`config.mk`:
```
export PLATFORM = sky130hd
export DESIGN_NAME = cfg3w_top
export DESIGN_NICKNAME = d
export VERILOG_FILES = /design/src/rtl/cfg3w_pkg.sv /design/src/rtl/cfg3w_sync.sv /design/src/rtl/cfg3w_shift.sv /design/src/rtl/cfg3w_regs.sv /design/src/rtl/cfg3w_ctrl.sv /design/src/rtl/cfg3w_top.sv
export SDC_FILE = /design/constraint.sdc
export NUM_CORES = 1
export LEC_CHECK = 0
export ABC_CLOCK_PERIOD_IN_PS = 2300
export BUFFER_PORTS_ARGS = -buffer_cell sky130_fd_sc_hd__buf_2
export CAP_MARGIN = 25
export CORE_MARGIN = 4
export CORE_UTILIZATION = 41
export DETAILED_ROUTE_END_ITERATION = 12
export SETUP_SLACK_MARGIN = 0.15
export SLEW_MARGIN = 20
export SYNTH_ARGS = -nofsm -noshare
export SYNTH_HDL_FRONTEND = slang
export SYNTH_SLANG_ARGS = --single-unit
```
`constraint.sdc`:
```
create_clock -name clk_i -period 2.3 [get_ports clk_i]
set_clock_uncertainty 0.05 [all_clocks]
set_input_delay 0.46 -clock clk_i [delete_from_list [all_inputs] [get_ports clk_i]]
set_output_delay 0.46 -clock clk_i [all_outputs]
set_load 0.01 [all_outputs]
```
`src/rtl/cfg3w_pkg.sv`:
```
package cfg3w_pkg;
  localparam int unsigned WORD_W = 16;
  localparam int unsigned SEL_W  = 2;
  localparam int unsigned PAY_W  = WORD_W - SEL_W;
  localparam int unsigned NREG   = 3;
  localparam int unsigned CNT_W  = $clog2(WORD_W + 2);

  typedef logic [PAY_W-1:0]  payload_t;
  typedef logic [WORD_W-1:0] word_t;

  typedef enum logic [SEL_W-1:0] {
    SEL_A    = 2'b00,
    SEL_B    = 2'b01,
    SEL_C    = 2'b10,
    SEL_NONE = 2'b11
  } sel_e;

  // register A field positions
  localparam int unsigned A_SRC_REG = 13;
  localparam int unsigned A_CLK_ON  = 12;
  localparam int unsigned A_ENABLE  = 11;
  localparam int unsigned A_DIR     = 10;
  localparam int unsigned A_BYP_HI  = 9;
  localparam int unsigned A_BYP_LO  = 6;
  localparam logic [3:0]  BYP_CODE  = 4'b0100;
  // register C field positions
  localparam int unsigned C_PWR_HI  = 13;
  localparam int unsigned C_PWR_LO  = 12;
endpackage

```
`src/rtl/cfg3w_sync.sv`:
```
module cfg3w_sync #(
  parameter int unsigned    W       = 3,
  parameter int unsigned    STAGES  = 2,
  parameter logic [W-1:0]   RST_VAL = '0
) (
  input  logic         clk_i,
  input  logic         rst_ni,
  input  logic [W-1:0] d_i,
  output logic [W-1:0] q_o
);
  logic [W-1:0] stg_q [STAGES];

  for (genvar s = 0; s < STAGES; s++) begin : g_stage
    always_ff @(posedge clk_i or negedge rst_ni) begin
      if (!rst_ni)    stg_q[s] <= RST_VAL;
      else if (s == 0) stg_q[s] <= d_i;
      else            stg_q[s] <= stg_q[(s == 0) ? 0 : s-1];
    end
  end

  assign q_o = stg_q[STAGES-1];
endmodule

```
`src/rtl/cfg3w_shift.sv`:
```
module cfg3w_shift
  import cfg3w_pkg::*;
(
  input  logic  clk_i,
  input  logic  rst_ni,
  input  logic  load_n_s_i,
  input  logic  sck_s_i,
  input  logic  sdi_s_i,
  output logic  commit_o,
  output word_t word_o
);
  localparam logic [CNT_W-1:0] FULL = CNT_W'(WORD_W);
  localparam logic [CNT_W-1:0] OVER = CNT_W'(WORD_W + 1);

  logic             load_n_q, sck_q;
  logic             load_rise, load_fall, sck_rise;
  word_t            shreg_q;
  logic [CNT_W-1:0] cnt_q;

  always_ff @(posedge clk_i or negedge rst_ni) begin
    if (!rst_ni) begin
      load_n_q <= 1'b1;
      sck_q    <= 1'b0;
    end else begin
      load_n_q <= load_n_s_i;
      sck_q    <= sck_s_i;
    end
  end

  assign load_rise = load_n_s_i & ~load_n_q;
  assign load_fall = ~load_n_s_i & load_n_q;
  assign sck_rise  = sck_s_i & ~sck_q;

  always_ff @(posedge clk_i or negedge rst_ni) begin
    if (!rst_ni) begin
      shreg_q <= '0;
      cnt_q   <= '0;
    end else if (load_rise || load_fall) begin
      cnt_q <= '0;
    end else if (sck_rise && !load_n_s_i) begin
      shreg_q <= {shreg_q[WORD_W-2:0], sdi_s_i};
      if (cnt_q != OVER) cnt_q <= cnt_q + 1'b1;
    end
  end

  // only an exact-length frame is committed
  assign commit_o = load_rise && (cnt_q == FULL);
  assign word_o   = shreg_q;

  AST_HOLD_WHILE_HIGH: assert property (@(posedge clk_i) disable iff (!rst_ni)
    (load_n_s_i && load_n_q) |=> $stable(shreg_q));
  AST_CNT_CLEARED: assert property (@(posedge clk_i) disable iff (!rst_ni)
    load_rise |=> (cnt_q == '0));
  AST_CNT_BOUND: assert property (@(posedge clk_i) disable iff (!rst_ni)
    (cnt_q == OVER) |=> (cnt_q == OVER) || (cnt_q == '0));
endmodule

```
`src/rtl/cfg3w_regs.sv`:
```
module cfg3w_regs
  import cfg3w_pkg::*;
(
  input  logic     clk_i,
  input  logic     rst_ni,
  input  logic     commit_i,
  input  word_t    word_i,
  output payload_t reg_o [NREG]
);
  sel_e     sel;
  payload_t pay;
  payload_t reg_q [NREG];

  assign sel = sel_e'(word_i[WORD_W-1 -: SEL_W]);
  assign pay = word_i[PAY_W-1:0];

  for (genvar r = 0; r < NREG; r++) begin : g_reg
    always_ff @(posedge clk_i or negedge rst_ni) begin
      if (!rst_ni)                                   reg_q[r] <= '0;
      else if (commit_i && (sel == sel_e'(SEL_W'(r)))) reg_q[r] <= pay;
    end
    assign reg_o[r] = reg_q[r];

    AST_IDLE_STABLE: assert property (@(posedge clk_i) disable iff (!rst_ni)
      !commit_i |=> $stable(reg_q[r]));
    AST_UNUSED_SEL: assert property (@(posedge clk_i) disable iff (!rst_ni)
      (commit_i && sel == SEL_NONE) |=> $stable(reg_q[r]));
  end
endmodule

```
`src/rtl/cfg3w_ctrl.sv`:
```
module cfg3w_ctrl
  import cfg3w_pkg::*;
(
  input  payload_t reg_a_i,
  input  payload_t reg_c_i,
  input  logic     en_pin_i,
  input  logic     dir_pin_i,
  input  logic     demod_data_i,
  input  logic     rec_clk_i,
  input  logic     lim_i_i,
  input  logic     lim_q_i,
  output logic     chip_en_o,
  output logic     clk_run_o,
  output logic     rx_mode_o,
  output logic     tx_mode_o,
  output logic     bypass_o,
  output logic     rx_data_o,
  output logic     rx_clk_o,
  output logic [1:0] tx_pwr_o
);
  logic en_eff, dir_eff, byp_sel;

  always_comb begin
    en_eff    = reg_a_i[A_SRC_REG] ? reg_a_i[A_ENABLE] : en_pin_i;
    dir_eff   = reg_a_i[A_SRC_REG] ? reg_a_i[A_DIR]    : dir_pin_i;
    byp_sel   = (reg_a_i[A_BYP_HI:A_BYP_LO] == BYP_CODE);
    chip_en_o = en_eff;
    clk_run_o = reg_a_i[A_CLK_ON] | en_eff;
    rx_mode_o = en_eff & dir_eff;
    tx_mode_o = en_eff & ~dir_eff;
    bypass_o  = en_eff & byp_sel;
    rx_data_o = en_eff & (byp_sel ? lim_i_i : demod_data_i);
    rx_clk_o  = en_eff & (byp_sel ? lim_q_i : rec_clk_i);
    tx_pwr_o  = en_eff ? reg_c_i[C_PWR_HI:C_PWR_LO] : 2'b00;
  end
endmodule

```
`src/rtl/cfg3w_top.sv`:
```
module cfg3w_top
  import cfg3w_pkg::*;
#(
  parameter int unsigned SYNC_STAGES = 2
) (
  input  logic        clk_i,
  input  logic        rst_ni,
  input  logic        load_n_i,
  input  logic        sck_i,
  input  logic        sdi_i,
  input  logic        en_pin_i,
  input  logic        dir_pin_i,
  input  logic        demod_data_i,
  input  logic        rec_clk_i,
  input  logic        lim_i_i,
  input  logic        lim_q_i,
  output logic        chip_en_o,
  output logic        clk_run_o,
  output logic        rx_mode_o,
  output logic        tx_mode_o,
  output logic        bypass_o,
  output logic        rx_data_o,
  output logic        rx_clk_o,
  output logic [1:0]  tx_pwr_o,
  output logic [13:0] reg_a_o,
  output logic [13:0] reg_b_o,
  output logic [13:0] reg_c_o
);
  logic [2:0] sync_q;
  logic       commit;
  word_t      word;
  payload_t   regs [NREG];

  cfg3w_sync #(.W(3), .STAGES(SYNC_STAGES), .RST_VAL(3'b100)) u_sync (
    .clk_i (clk_i),
    .rst_ni(rst_ni),
    .d_i   ({load_n_i, sck_i, sdi_i}),
    .q_o   (sync_q)
  );

  cfg3w_shift u_shift (
    .clk_i     (clk_i),
    .rst_ni    (rst_ni),
    .load_n_s_i(sync_q[2]),
    .sck_s_i   (sync_q[1]),
    .sdi_s_i   (sync_q[0]),
    .commit_o  (commit),
    .word_o    (word)
  );

  cfg3w_regs u_regs (
    .clk_i   (clk_i),
    .rst_ni  (rst_ni),
    .commit_i(commit),
    .word_i  (word),
    .reg_o   (regs)
  );

  cfg3w_ctrl u_ctrl (
    .reg_a_i     (regs[0]),
    .reg_c_i     (regs[2]),
    .en_pin_i    (en_pin_i),
    .dir_pin_i   (dir_pin_i),
    .demod_data_i(demod_data_i),
    .rec_clk_i   (rec_clk_i),
    .lim_i_i     (lim_i_i),
    .lim_q_i     (lim_q_i),
    .chip_en_o   (chip_en_o),
    .clk_run_o   (clk_run_o),
    .rx_mode_o   (rx_mode_o),
    .tx_mode_o   (tx_mode_o),
    .bypass_o    (bypass_o),
    .rx_data_o   (rx_data_o),
    .rx_clk_o    (rx_clk_o),
    .tx_pwr_o    (tx_pwr_o)
  );

  assign reg_a_o = regs[0];
  assign reg_b_o = regs[1];
  assign reg_c_o = regs[2];

  AST_CLK_FORCED: assert property (@(posedge clk_i) disable iff (!rst_ni)
    reg_a_o[A_CLK_ON] |-> clk_run_o);
  AST_OFF_QUIET: assert property (@(posedge clk_i) disable iff (!rst_ni)
    !chip_en_o |-> !(rx_mode_o | tx_mode_o | bypass_o | rx_data_o | rx_clk_o | (|tx_pwr_o)));
  AST_ONE_MODE: assert property (@(posedge clk_i) disable iff (!rst_ni)
    $onehot0({rx_mode_o, tx_mode_o}));
  AST_PIN_IGNORED: assert property (@(posedge clk_i) disable iff (!rst_ni)
    (reg_a_o[A_SRC_REG] && $stable(reg_a_o)) |-> $stable(chip_en_o));
endmodule

```
==> impl_metrics.tcl <==
set metrics [dict create \
    numCtsBuffers 9 \
    final.setup.tns_ns 0 \
    avgSynthCellArea_um2 15.60 \
    drtPass1Iterations 4 \
    syn_inst 185 \
    grt_max_degree 72 \
    synth.mux.area_fraction_pct 26.35 \
    synth_xor_xnor_area_share_pct 0 \
    syn_to_final_growth_pct 21.89 \
    dr.first_iter.drc_count 68 \
    worstMarginPinSlew_ns 0.4097 \
    gp_congestion 0.6795 \
    final-hold-violation-count 0 \
    synth_area_leaders "dfrtp_1, mux2_2, mux2_4" \
    synth_nets 200 \
    drt-total-wl_um 5565 \
    dp.cells 343 \
    leakagePower_nw 1.905 \
    cp-end-kind "primary output" \
    ys_async_sr_fraction_pct 100.0 \
    vias_per_cell 4.767 \
    setup_viol 0 \
    stdcell_count 360 \
    yosysUniqueCellTypes 26 \
    pin_count 62 \
    arrival_ns 1.57 \
    drv_cap 0 \
    finalMaxSlewViolations 0 \
    grtUsageTotal_pct 14.20 \
    design_area_um2 3518 \
    synth_warnings 0 \
    power.density_nw_per_um2 668.4 \
    hpwl_um 3736 \
    crit_chain "nor4b_2 > buf_4 > mux2i_1 > nor2_1 > buf_2" \
    synth_compound_area_share_pct 0.6935 \
    antenna_cells 0 \
    cts.htree.levels 3 \
    cp_top_family "flip-flops" \
    vias 1716 \
    synthAdderAreaFrac_pct 1.734 \
    status "completed" \
    root_buffer "clkbuf_8" \
    finalCritPeriodShare_pct 90.24 \
    slew_headroom_pct 72.57 \
    fmax_mhz 481.8 \
    period_minus_slack_ns 2.076 \
    synth_flop_cell "dfrtp_1" \
    ys_seq_area_share_pct 61.68 \
    crit_path_top_delay_cell "dfrtp_1" \
    cts_tree "yes" \
    place.port_buffers 61 \
    core.rowCount 30 \
    hp-class "input port to async pin" \
    grt_pass1_vias 1721 \
    grt-ovfl-total 0 \
    drive_above_1_share_pct 56.82 \
    critPathKind "flip-flop to primary output" \
    dieArea_um2 8447 \
    clockBufferDepth 2 \
    initial_utilization_pct 42.25 \
    nNetsFinal 274 \
    place_ws_ns 0.3447 \
    cts_hold_buf 0 \
    drc 0 \
    synthSimpleGateAreaFrac_pct 7.109 \
    crit_path_max_incr_delay_ns 0.42 \
    synth_top_family_by_area "multiplexers" \
    cts.reportedPaths.clkPinSlew_ns 0.07 \
    cp-start-kind "flip-flop" \
    insertion_delay_ns 0.34 \
    cp_max_fo 3 \
    worst_ep_required_time_ns 1.79 \
    syn_area_um2 2887 \
    coreArea_um2 6832 \
    antenna_found_initial 0 \
    postRouteAntennaNets 0 \
    grt_pass1_wl_um 9301 \
    wl_per_cell_um 15.46 \
    worst_ir_drop_vdd_mv 0.4003 \
    cp_num_buf_inv 2 \
    dieHeight_um 91.91 \
    synth_top_area_share_pct 58.95 \
    die_w_um 91.91 \
    clkSinkCount 71 \
    placed_area_um2 3329 \
    setup_slack_ns 0.2244 \
    synth_top_area_cell "dfrtp_1" \
    synth-edff-count 0 \
    synth-seq-cells 71 \
    rsz0062_at_grt "true" \
]
## sequential cells by signal, summed over array words and instances, names as in the netlist
signal,flops
u_shift.sck_q,1
u_shift.word_o,16
u_regs.reg_o,42
u_shift.load_n_q,1
u_sync.q_o,3
u_shift.cnt_q,5
u_sync.stg_q,3
## per-layer routing
metal | global-route usage, % | vias to the layer above | wire (µm) | part of all wire (%)
li1 | - | 795 | - | -
met1 | 19.60 | 856 | 2645 | 48
met2 | 20.68 | 58 | 2488 | 45
met3 | 5.906 | 7 | 375 | 6.7
met4 | 3.713 | 0 | 55 | 0.99
met5 | 0 | - | 0 | 0
## cell usage after synthesis (all sizes together), types with 2 or more instances
library cell,count
buf,6
dfrtp,68
nor2b,6
and2,2
nor2,3
nor3b,2
inv,4
nand4,4
dfstp,3
nand2b,3
ha,4
nand2,7
mux2i,7
mux2,58
## per-stage QoR
step	power [mW]	hold WS, ns	utilization [%]
final	2.352	0.08852	51.50
after floorplan	1.425	0.1144	-
after CTS	2.392	0.09964	51.30
after global routing	2.484	0.1049	51.50
after detailed placement	1.502	0.2864	48.74
after global placement	1.498	0.2815	48.74
## where the power goes
part | switching, mW | leakage [nW] | internal (mW)
combinational | 0.0606 | 0.856 | 0.0595
sequential | 0.0542 | 0.964 | 1.30
clock | 0.462 | 0.0853 | 0.419
total | 0.577 | 1.91 | 1.77
## worst reg2reg max path, stage by stage (launching register included)
cell and delay (ns):
dfstp_2 0.52, inv_1 0.03, ha_1 0.46, and2_1 0.18, buf_4 0.23, mux2_2 0.37
## cell families (layout without fill, tap and decap cells)
| group | Yosys count | after routing |
|---|---|---|
| flip-flops | 71 | 71 |
| multiplexers | 65 | 65 |
| AND/OR/NAND/NOR | 31 | 31 |
| buffers and inverters | 11 | 90 |
| adder cells (fa/ha/maj) | 4 | 4 |
| AO/OA/AOI/OAI | 3 | 3 |
## cell type report
cell class	instances	area (µm²)
Clock buffer	11	141.4
Clock inverter	5	33.78
Fill cell	626	3313
Inverter	4	15.01
Multi-Input combinational cell	103	1042
Sequential cell	71	1780
Tap cell	96	120.1
Timing Repair Buffer	70	385.4
## path summary, 6_finish.rpt
path / cells past startpoint / to / slack (ns) / startpoint
setup reg to reg: 5 / u_shift.word_o[4] / 0.34 / u_shift.load_n_q
hold reg to reg: 0 / u_sync.q_o[0] / 0.30 / u_sync.stg_q[3]
max in group asynchronous: 2 / u_shift.load_n_q / 1.78 / rst_ni
min in group clk_i: 1 / u_sync.stg_q[5] / 0.16 / load_n_i
hold / removal: 2 / u_regs.reg_o[9] / 0.09 / rst_ni
setup / recovery: 5 / rx_data_o / 0.22 / u_regs.reg_o[34]
## repair_timing
action,CTS,global route
setup buffers,0,1
setup endpoints to repair,0,2
gates resized for setup,0,1
## placed cells by master (no fill, tap or decap), types with 4 or more instances in the layout
master    synthesis  layout
dfrtp_1          68      68
mux2_4           10      10
nand2_1           7       7
ha_1              4       4
buf_4             1       8
clkbuf_8          0      10
mux2_2           48      48
inv_1             4       4
mux2i_1           7       7
nor2b_1           6       6
buf_2             2      61
Note: power is estimated with default switching activity, not from simulation.
